**config.mk**
```make
export PLATFORM = sky130hd
export DESIGN_NAME = mmr2_stage
export DESIGN_NICKNAME = d
export VERILOG_FILES = /design/src/rtl/mmr2_pkg.sv /design/src/rtl/mmr2_csa_row.sv /design/src/rtl/mmr2_word_core.sv /design/src/rtl/mmr2_align.sv /design/src/rtl/mmr2_stage.sv
export SDC_FILE = /design/constraint.sdc
export NUM_CORES = 1
export LEC_CHECK = 0
export ABC_CLOCK_PERIOD_IN_PS = 3050
export BUFFER_PORTS_ARGS = -buffer_cell sky130_fd_sc_hd__clkbuf_2
export CORE_ASPECT_RATIO = 0.75
export CORE_MARGIN = 2
export CORE_UTILIZATION = 42
export CTS_CLUSTER_DIAMETER = 40
export CTS_CLUSTER_SIZE = 25
export DETAILED_ROUTE_END_ITERATION = 16
export GPL_ROUTABILITY_DRIVEN = 0
export PLACE_DENSITY_LB_ADDON = 0.15
export SLEW_MARGIN = 20
export SYNTH_ARGS = -nofsm -noshare
export SYNTH_HDL_FRONTEND = slang
export SYNTH_HIERARCHICAL = 1
export SYNTH_SLANG_ARGS = --single-unit
```
**constraint.sdc**
```tcl
create_clock -name clk -period 3.05 [get_ports clk]
set_input_delay 0.4575 -clock clk [delete_from_list [all_inputs] [get_ports clk]]
set_output_delay 0.4575 -clock clk [all_outputs]
set_load 0.01 [all_outputs]
```
**src/rtl/mmr2_pkg.sv**
```systemverilog
package mmr2_pkg;

  // Control marks that travel with each word down the pipeline.
  typedef struct packed {
    logic valid;
    logic first;
    logic last;
  } mmr2_tag_t;

endpackage

```
**src/rtl/mmr2_csa_row.sv**
```systemverilog
// One row of W full adders: three W-bit vectors in, sum and carry vectors out.
module mmr2_csa_row #(
  parameter int W = 16
) (
  input  logic [W-1:0] a,
  input  logic [W-1:0] b,
  input  logic [W-1:0] c,
  output logic [W-1:0] s,
  output logic [W-1:0] k
);
  for (genvar i = 0; i < W; i++) begin : g_fa
    assign s[i] = a[i] ^ b[i] ^ c[i];
    assign k[i] = (a[i] & b[i]) | (a[i] & c[i]) | (b[i] & c[i]);
  end
endmodule

```
**src/rtl/mmr2_word_core.sv**
```systemverilog
// Combinational word step: two carry-save layers, with carries entering
// from the previous word and leaving toward the next word.
module mmr2_word_core #(
  parameter int W = 16
) (
  input  logic [W-1:0] ss,
  input  logic [W-1:0] sc,
  input  logic [W-1:0] yw,
  input  logic [W-1:0] mw,
  input  logic         xb,
  input  logic         qb,
  input  logic         ci1,
  input  logic         ci2,
  output logic [W-1:0] vs,
  output logic [W-1:0] vc,
  output logic         co1,
  output logic         co2,
  output logic         par
);
  logic [W-1:0] yx, mq, s1, k1, k1s, s2, k2;
  logic [W:0]   sh1, sh2;

  assign yx = xb ? yw : '0;
  assign mq = qb ? mw : '0;

  // Layer 1: S (both vectors) plus x*Y.
  mmr2_csa_row #(.W(W)) u_row1 (
    .a(ss), .b(sc), .c(yx), .s(s1), .k(k1)
  );

  assign sh1 = {k1, ci1};
  assign k1s = sh1[W-1:0];

  // Layer 2: layer-1 result plus q*M.
  mmr2_csa_row #(.W(W)) u_row2 (
    .a(s1), .b(k1s), .c(mq), .s(s2), .k(k2)
  );

  assign sh2 = {k2, ci2};
  assign vs  = s2;
  assign vc  = sh2[W-1:0];
  assign co1 = k1[W-1];
  assign co2 = k2[W-1];
  // Parity of S + x*Y at bit 0 (ci1 is zero on word 0).
  assign par = s1[0] ^ ci1;
endmodule

```
**src/rtl/mmr2_align.sv**
```systemverilog
// Holds each computed word one cycle, then assembles the right-shifted
// output word from it and the low bit of the following word.
module mmr2_align #(
  parameter int W = 16
) (
  input  logic                clk,
  input  logic                rst,
  input  mmr2_pkg::mmr2_tag_t a_tag,
  input  logic [W-1:0]        vs,
  input  logic [W-1:0]        vc,
  input  logic [W-1:0]        a_y,
  input  logic [W-1:0]        a_m,
  input  logic                top_bit,
  output logic                o_valid,
  output logic                o_first,
  output logic [W-1:0]        o_y,
  output logic [W-1:0]        o_m,
  output logic [W-1:0]        o_ss,
  output logic [W-1:0]        o_sc
);
  mmr2_pkg::mmr2_tag_t b_tag;
  logic [W-1:0] b_s, b_c, b_y, b_m;

  always_ff @(posedge clk) begin
    if (rst) begin
      b_tag <= '0;
    end else begin
      b_tag.valid <= a_tag.valid;
      if (a_tag.valid) begin
        b_tag.first <= a_tag.first;
        b_tag.last  <= a_tag.last;
      end
    end
  end

  always_ff @(posedge clk) begin
    if (a_tag.valid) begin
      b_s <= vs;
      b_c <= vc;
      b_y <= a_y;
      b_m <= a_m;
    end
  end

  always_ff @(posedge clk) begin
    if (rst) begin
      o_valid <= 1'b0;
      o_first <= 1'b0;
    end else begin
      o_valid <= b_tag.valid;
      o_first <= b_tag.valid & b_tag.first;
    end
  end

  always_ff @(posedge clk) begin
    if (b_tag.valid) begin
      o_y  <= b_y;
      o_m  <= b_m;
      o_ss <= {(b_tag.last ? top_bit : vs[0]), b_s[W-1:1]};
      o_sc <= {(b_tag.last ? 1'b0    : vc[0]), b_c[W-1:1]};
    end
  end
endmodule

```
**src/rtl/mmr2_stage.sv**
```systemverilog
// Radix-2 word-serial Montgomery processing element (W >= 2).
module mmr2_stage #(
  parameter int W = 16,
  parameter int E = 8
) (
  input  logic         clk,
  input  logic         rst,
  input  logic         in_valid,
  input  logic         in_first,
  input  logic         x_bit,
  input  logic [W-1:0] y_in,
  input  logic [W-1:0] m_in,
  input  logic [W-1:0] ss_in,
  input  logic [W-1:0] sc_in,
  output logic         out_valid,
  output logic         out_first,
  output logic [W-1:0] y_out,
  output logic [W-1:0] m_out,
  output logic [W-1:0] ss_out,
  output logic [W-1:0] sc_out
);
  import mmr2_pkg::*;

  localparam int IW = (E > 1) ? $clog2(E) : 1;
  localparam logic [IW-1:0] LAST_IDX = IW'(E - 1);

  mmr2_tag_t    a_tag;
  logic [W-1:0] a_y, a_m, a_ss, a_sc;
  logic [IW-1:0] a_idx, n_idx;
  logic         x_hold, q_hold, cr1, cr2;
  logic         q_now, ci1, ci2;
  logic [W-1:0] vs, vc;
  logic         co1, co2, par;

  // Word index of the arriving word.
  assign n_idx = in_first ? '0 : IW'(a_idx + 1'b1);

  // Input capture stage.
  always_ff @(posedge clk) begin
    if (rst) begin
      a_tag  <= '0;
      a_idx  <= '0;
      x_hold <= 1'b0;
    end else begin
      a_tag.valid <= in_valid;
      if (in_valid) begin
        a_tag.first <= in_first;
        a_tag.last  <= (n_idx == LAST_IDX);
        a_idx       <= n_idx;
        if (in_first) x_hold <= x_bit;
      end
    end
  end

  always_ff @(posedge clk) begin
    if (in_valid) begin
      a_y  <= y_in;
      a_m  <= m_in;
      a_ss <= ss_in;
      a_sc <= sc_in;
    end
  end

  // Word 0 starts with clear carries and decides the parity on the spot.
  assign ci1   = a_tag.first ? 1'b0 : cr1;
  assign ci2   = a_tag.first ? 1'b0 : cr2;
  assign q_now = a_tag.first ? par  : q_hold;

  mmr2_word_core #(.W(W)) u_core (
    .ss(a_ss), .sc(a_sc), .yw(a_y), .mw(a_m),
    .xb(x_hold), .qb(q_now), .ci1(ci1), .ci2(ci2),
    .vs(vs), .vc(vc), .co1(co1), .co2(co2), .par(par)
  );

  always_ff @(posedge clk) begin
    if (rst) begin
      q_hold <= 1'b0;
      cr1    <= 1'b0;
      cr2    <= 1'b0;
    end else if (a_tag.valid) begin
      q_hold <= q_now;
      cr1    <= co1;
      cr2    <= co2;
    end
  end

  mmr2_align #(.W(W)) u_align (
    .clk(clk), .rst(rst), .a_tag(a_tag),
    .vs(vs), .vc(vc), .a_y(a_y), .a_m(a_m),
    .top_bit(cr1 | cr2),
    .o_valid(out_valid), .o_first(out_first),
    .o_y(y_out), .o_m(m_out), .o_ss(ss_out), .o_sc(sc_out)
  );
endmodule

```
# After elaboration in Yosys (flattened, before gate mapping)
# Index checks and enable logic that the tools add are counted.
# W data, S select, Z words.
totals:
  inputBits: 69
  register_bits: 207
  output_inout_bits: 66
  word_cells: 262
op_classes:
  n_eq_ne: 1
  bitwise: 226
  mux: 7
  n_reduce_logical: 1
  n_addsub: 1
ops:
  columns: ["op", "n"]
  rows:
  - ["$and A1 B1 Y1", 97]
  - ["$or A1 B1 Y1", 65]
  - ["$xor A1 B1 Y1", 64]
  - ["$mux W16", 2]
  - ["$mux W1", 4]
  - ["$add A3 B1 Y3 const B", 1]
  - ["$eq A3 B3 Y1 const B", 1]
  - ["$mux W3", 1]
  - ["$reduce_and A2 Y1", 1]

# Depth between registers and ports, before layout
logic_depth:
  word_depth: 8
  ltp_mapped: 8
  ltp_nobuf: 8

# Hierarchy
# The synthesis kept the hierarchy.
by_module_without_submodules:
  columns: ["module", "area_per_inst_um2", "seq_area_each_um2", "instances", "cells_per_inst"]
  rows:
  - ["mmr2_align", 3953.8, 3883.7, 1, 140]
  - ["mmr2_stage", 2333.5, 2122.0, 1, 107]
  - ["mmr2_csa_row", 320.3, 0.0, 2, 16]
  - ["mmr2_word_core", 271.5, 0.0, 1, 36]

# Worst setup path before layout
# Ideal clock, no wire load.
synth_timing:
  path_type: "register -> register"
  start: "register a_y[0]"
  end: "register u_align.o_ss[15] (data pin)"
  setup_ns: 0.260
  period_less_slack_ns: 2.596
  required_time_ns: 2.790
  n_path_buf: 0
  path_stages_with_launch: 8
  path_slack_ns: 0.454
  arrival_time_ns: 2.335
  cell_sequence: "edfxtp_1 > and2_2 > fa_1 > xor2_1 > mux2_4 > and2_2 > fa_1 > mux2_4"
synth_between:
  elab_chain_len: 7
synth_lines:
  columns: ["item", "line_no", "source"]
  rows:
  - ["from (decl)", "mmr2_stage.sv:28", "logic [W-1:0] a_y, a_m, a_ss, a_sc;"]
  - ["from (signal assigned)", "mmr2_stage.sv:57", "a_y <= y_in;"]
  - ["$mux W16", "mmr2_word_core.sv:23", "assign yx = xb ? yw : '0;"]
  - ["via u_core.yx[0]", "mmr2_word_core.sv:20", "logic [W-1:0] yx, mq, s1, k1, k1s, s2, k2;"]
  - ["$xor A1 B1 Y1", "mmr2_csa_row.sv:12", "assign s[i] = a[i] ^ b[i] ^ c[i];"]
  - ["via u_core.s1[0]", "mmr2_word_core.sv:20", null]
  - ["$xor A1 B1 Y1", "mmr2_word_core.sv:45", "assign par = s1[0] ^ ci1;"]
  - ["via par", "mmr2_stage.sv:33", "logic co1, co2, par;"]
  - ["$mux W1", "mmr2_stage.sv:67", "assign q_now = a_tag.first ? par : q_hold;"]
  - ["via q_now", "mmr2_stage.sv:31", "logic q_now, ci1, ci2;"]
  - ["$mux W16", "mmr2_word_core.sv:24", "assign mq = qb ? mw : '0;"]
  - ["via u_core.mq[0]", "mmr2_word_core.sv:20", null]
  - ["$xor A1 B1 Y1", "mmr2_csa_row.sv:12", null]
  - ["via vs[0]", "mmr2_stage.sv:32", "logic [W-1:0] vs, vc;"]
  - ["$mux W1", "mmr2_align.sv:59", "o_ss <= {(b_tag.last ? top_bit : vs[0]), b_s[W-1:1]};"]
  - ["to (signal assigned)", "mmr2_align.sv:59", null]
  - ["to (decl)", "mmr2_align.sv:18", "output logic [W-1:0] o_ss,"]
# The timed path passes the listed nets, and every way through them passes these cells.
# A chain may end at the register's enable or synchronous reset.

# Worst setup path in the final report
# Same ends and word-level chain as after synthesis.

==> impl_metrics.tcl <==
set metrics [dict create \
    outcome "complete, no violations" \
    synth.top_cell.area_share_pct 79.2 \
    htreeDepth 1 \
    slew_viol_final 0 \
    switching_power_mw 1.45 \
    endpoint_kind "flip-flop" \
    arrival_ns 3.06 \
    fillCellCount 1363 \
    drive_gt1_share_pct 43.4 \
    internal_power_mw 5.17 \
    grt_max_degree 69 \
    die_h_um 117 \
    hold_path.class "input pin to flip-flop" \
    first_pass_iters 4 \
    switching_share_pct 21.9 \
    cts-buffers-inserted 25 \
    fin_ws_ns 0.237 \
    pre_cts_ws_ns 0.237 \
    drc 0 \
    synth_nets 417 \
    grt-ovfl-total 0 \
    grt_first_pass_wirelength_um 18500 \
    totalNegativeSetupSlack_ns 0 \
    tightest_slew_ns 0.975 \
    post_cts_buffers 0 \
    drv_cap 0 \
    cts.path.max_buffers 3 \
    critPathMaxFanout 17 \
    cp-start-kind "flip-flop" \
    pwr-share-seq_pct 51.1 \
    root_buffer "clkbuf_16" \
    numPortBuffers 134 \
    synth_cells 315 \
    rows 41 \
    synth_area_leader_cell "edfxtp_1" \
    power_density_nw_per_um2 735 \
    hold_viol 0 \
    final_util_pct 53.5 \
    antenna_cells 0 \
    crit_type "flip-flop to flip-flop" \
    required_ns 3.29 \
    start_util_pct 42.8 \
    ys_ff_latch 205 \
    layout_min_cycle_time_ns 2.81 \
    antenna_found_initial 0 \
    clock_sinks 205 \
    synth_most_common_cell "edfxtp_1" \
    slew_headroom_pct 35.0 \
    yosysWarningCount 6 \
    synth_area_um2 7200 \
    hold_buffers 0 \
    wl_per_cell_um 16.4 \
    worstSkewPairLatency_ns 0.50 \
    yosysSeqAreaShare_pct 83.4 \
    synth_area_per_cell_um2 22.9 \
    hpwl_um 7510 \
    final.period_utilization_pct 92.2 \
    dieWidth_um 155 \
    antenna_left 0 \
    routed_wl_um 11600 \
    power.leakage_nw 3.45 \
    drt_iter0_drc 130 \
    fmax_mhz 355 \
    combPwrFrac_pct 4.2 \
    grt_use_total_pct 13.1 \
    rsz0062_at_grt "false" \
    nNetsFinal 577 \
    whs_ns 0.128 \
    die_area_um2 18200 \
    vias 3191 \
    fin_worst_skew_ns 0.0142 \
    vias_per_cell 4.51 \
    synth.area.top_cells "edfxtp_1, fa_1, dfxtp_1" \
    synth-edff-count 190 \
    async_flop_share_pct 0 \
    synth.distinct_cells 25 \
    ioPinCount 135 \
    clkPwrFrac_pct 44.8 \
    synth_ff_type "edfxtp_1" \
    ir_drop_mv 0.411 \
    cts_tree "done" \
    ys_top_cells_by_count "edfxtp_1, fa_1, and2_2, dfxtp_1, nor2_1" \
    stdcell_count 708 \
    core_area_um2 16800 \
    cts_resized 0 \
    dp_cells 663 \
    grt_pass1_vias 3466 \
    setup_viol 0 \
    clkTransAtPathRegs_ns 0.07 \
    syn2layout_area_growth_pct 25.0 \
]
==> final cells by class <==
type                    instances  area (µm²)  area share, %
clock buffers                  26         629           6.99
clock inverters                19         230           2.56
inverters                       1        3.75         0.0417
multi-input cells             105        1160           12.8
flip-flops and latches        205        6010           66.8
well taps                     215         269           2.99
repair buffers                137         696           7.73
==> path summary, 6_finish.rpt <==
path	from	to	slack, ns	cells past startpoint
max	a_y[0]	u_align/o_ss[15]	0.24	7
min	sc_in[6]	a_sc[6]	0.13	1
max reg2reg	a_y[0]	u_align/o_ss[15]	0.24	7
min reg2reg	u_align/b_y[9]	u_align/o_y[9]	0.41	0
==> flip-flops by register name, indices dropped and copies added (netlist names), 15 cells and up <==
| name | cells |
|---|---|
| a_m | 16 |
| a_sc | 16 |
| a_ss | 16 |
| a_y | 16 |
| u_align/b_c | 15 |
| u_align/b_m | 16 |
| u_align/b_s | 15 |
| u_align/b_y | 16 |
| u_align/o_m | 16 |
| u_align/o_sc | 16 |
| u_align/o_ss | 16 |
| u_align/o_y | 16 |
==> through the flow <==
stage	area (µm²)	power, mW
5_1_grt	9000	6.89
3_5_place_dp	8140	3.73
4_1_cts	9000	6.72
2_1_floorplan	7200	3.56
6_report	9000	6.62
3_3_place_gp	8140	3.70
==> cells in the final DEF (no fill, tap or decap) <==
cell type	synthesis	final
inv_1	1	1
clkbuf_16	0	25
nor2b_1	3	3
clkbuf_1	1	1
inv_6	0	5
nor2b_2	1	1
nand3_1	1	1
dfxtp_1	15	13
mux2i_1	6	6
edfxtp_1	190	190
a22oi_1	2	2
ha_1	1	1
inv_8	0	3
xor2_1	2	2
and2_1	7	7
buf_4	1	4
clkinv_1	0	1
fa_1	32	32
dfxtp_4	0	2
bufinv_16	0	2
nand2_1	4	4
and2_2	26	26
mux2_4	2	2
nand4b_1	1	1
clkinv_4	0	1
or2_2	1	1
and2b_1	1	1
o21ai_0	1	1
clkbuf_2	0	133
and2b_2	2	2
nor2_1	9	9
clkinv_8	0	4
a21oi_1	3	3
clkinv_2	0	3
==> logic make-up (layout without fill, tap and decap cells) <==
| group | after synthesis | in the layout | share of synthesized area, % |
|---|---|---|---|
| DFF | 205 | 205 | 83.4 |
| and+or+nand+nor | 56 | 56 | 5.01 |
| adders and majority gates | 33 | 33 | 9.07 |
| muxes | 8 | 8 | 1.25 |
| AOI/OAI and AO/OA | 6 | 6 | 0.486 |
| buffers and inverters | 5 | 183 | 0.521 |
| xor gates and xnor gates | 2 | 2 | 0.243 |
==> routing by layer <==
layer	vias up	wire length [µm]	GRT usage (%)
li1	1507	-	-
met1	1567	5240	18.1
met2	94	5530	20.5
met3	23	559	3.14
met4	0	299	4.59
met5	-	0	0
==> power groups by stage <==
stage	registers, mW	clock network, mW	logic (mW)
6_report	3.38	2.96	0.275
5_1_grt	3.40	3.17	0.316
4_1_cts	3.39	3.05	0.286
3_5_place_dp	3.45	0	0.283
3_3_place_gp	3.44	0	0.266
2_1_floorplan	3.42	0	0.140
==> worst max-delay path, stage by stage, from the launching register on <==
cell      delay, ns
edfxtp_1       0.38
and2_2         0.21
fa_1           0.50
xor2_1         0.18
mux2_4         0.37
and2_2         0.21
fa_1           0.44
mux2_4         0.27
No activity file was read; power rests on OpenSTA's default activity.
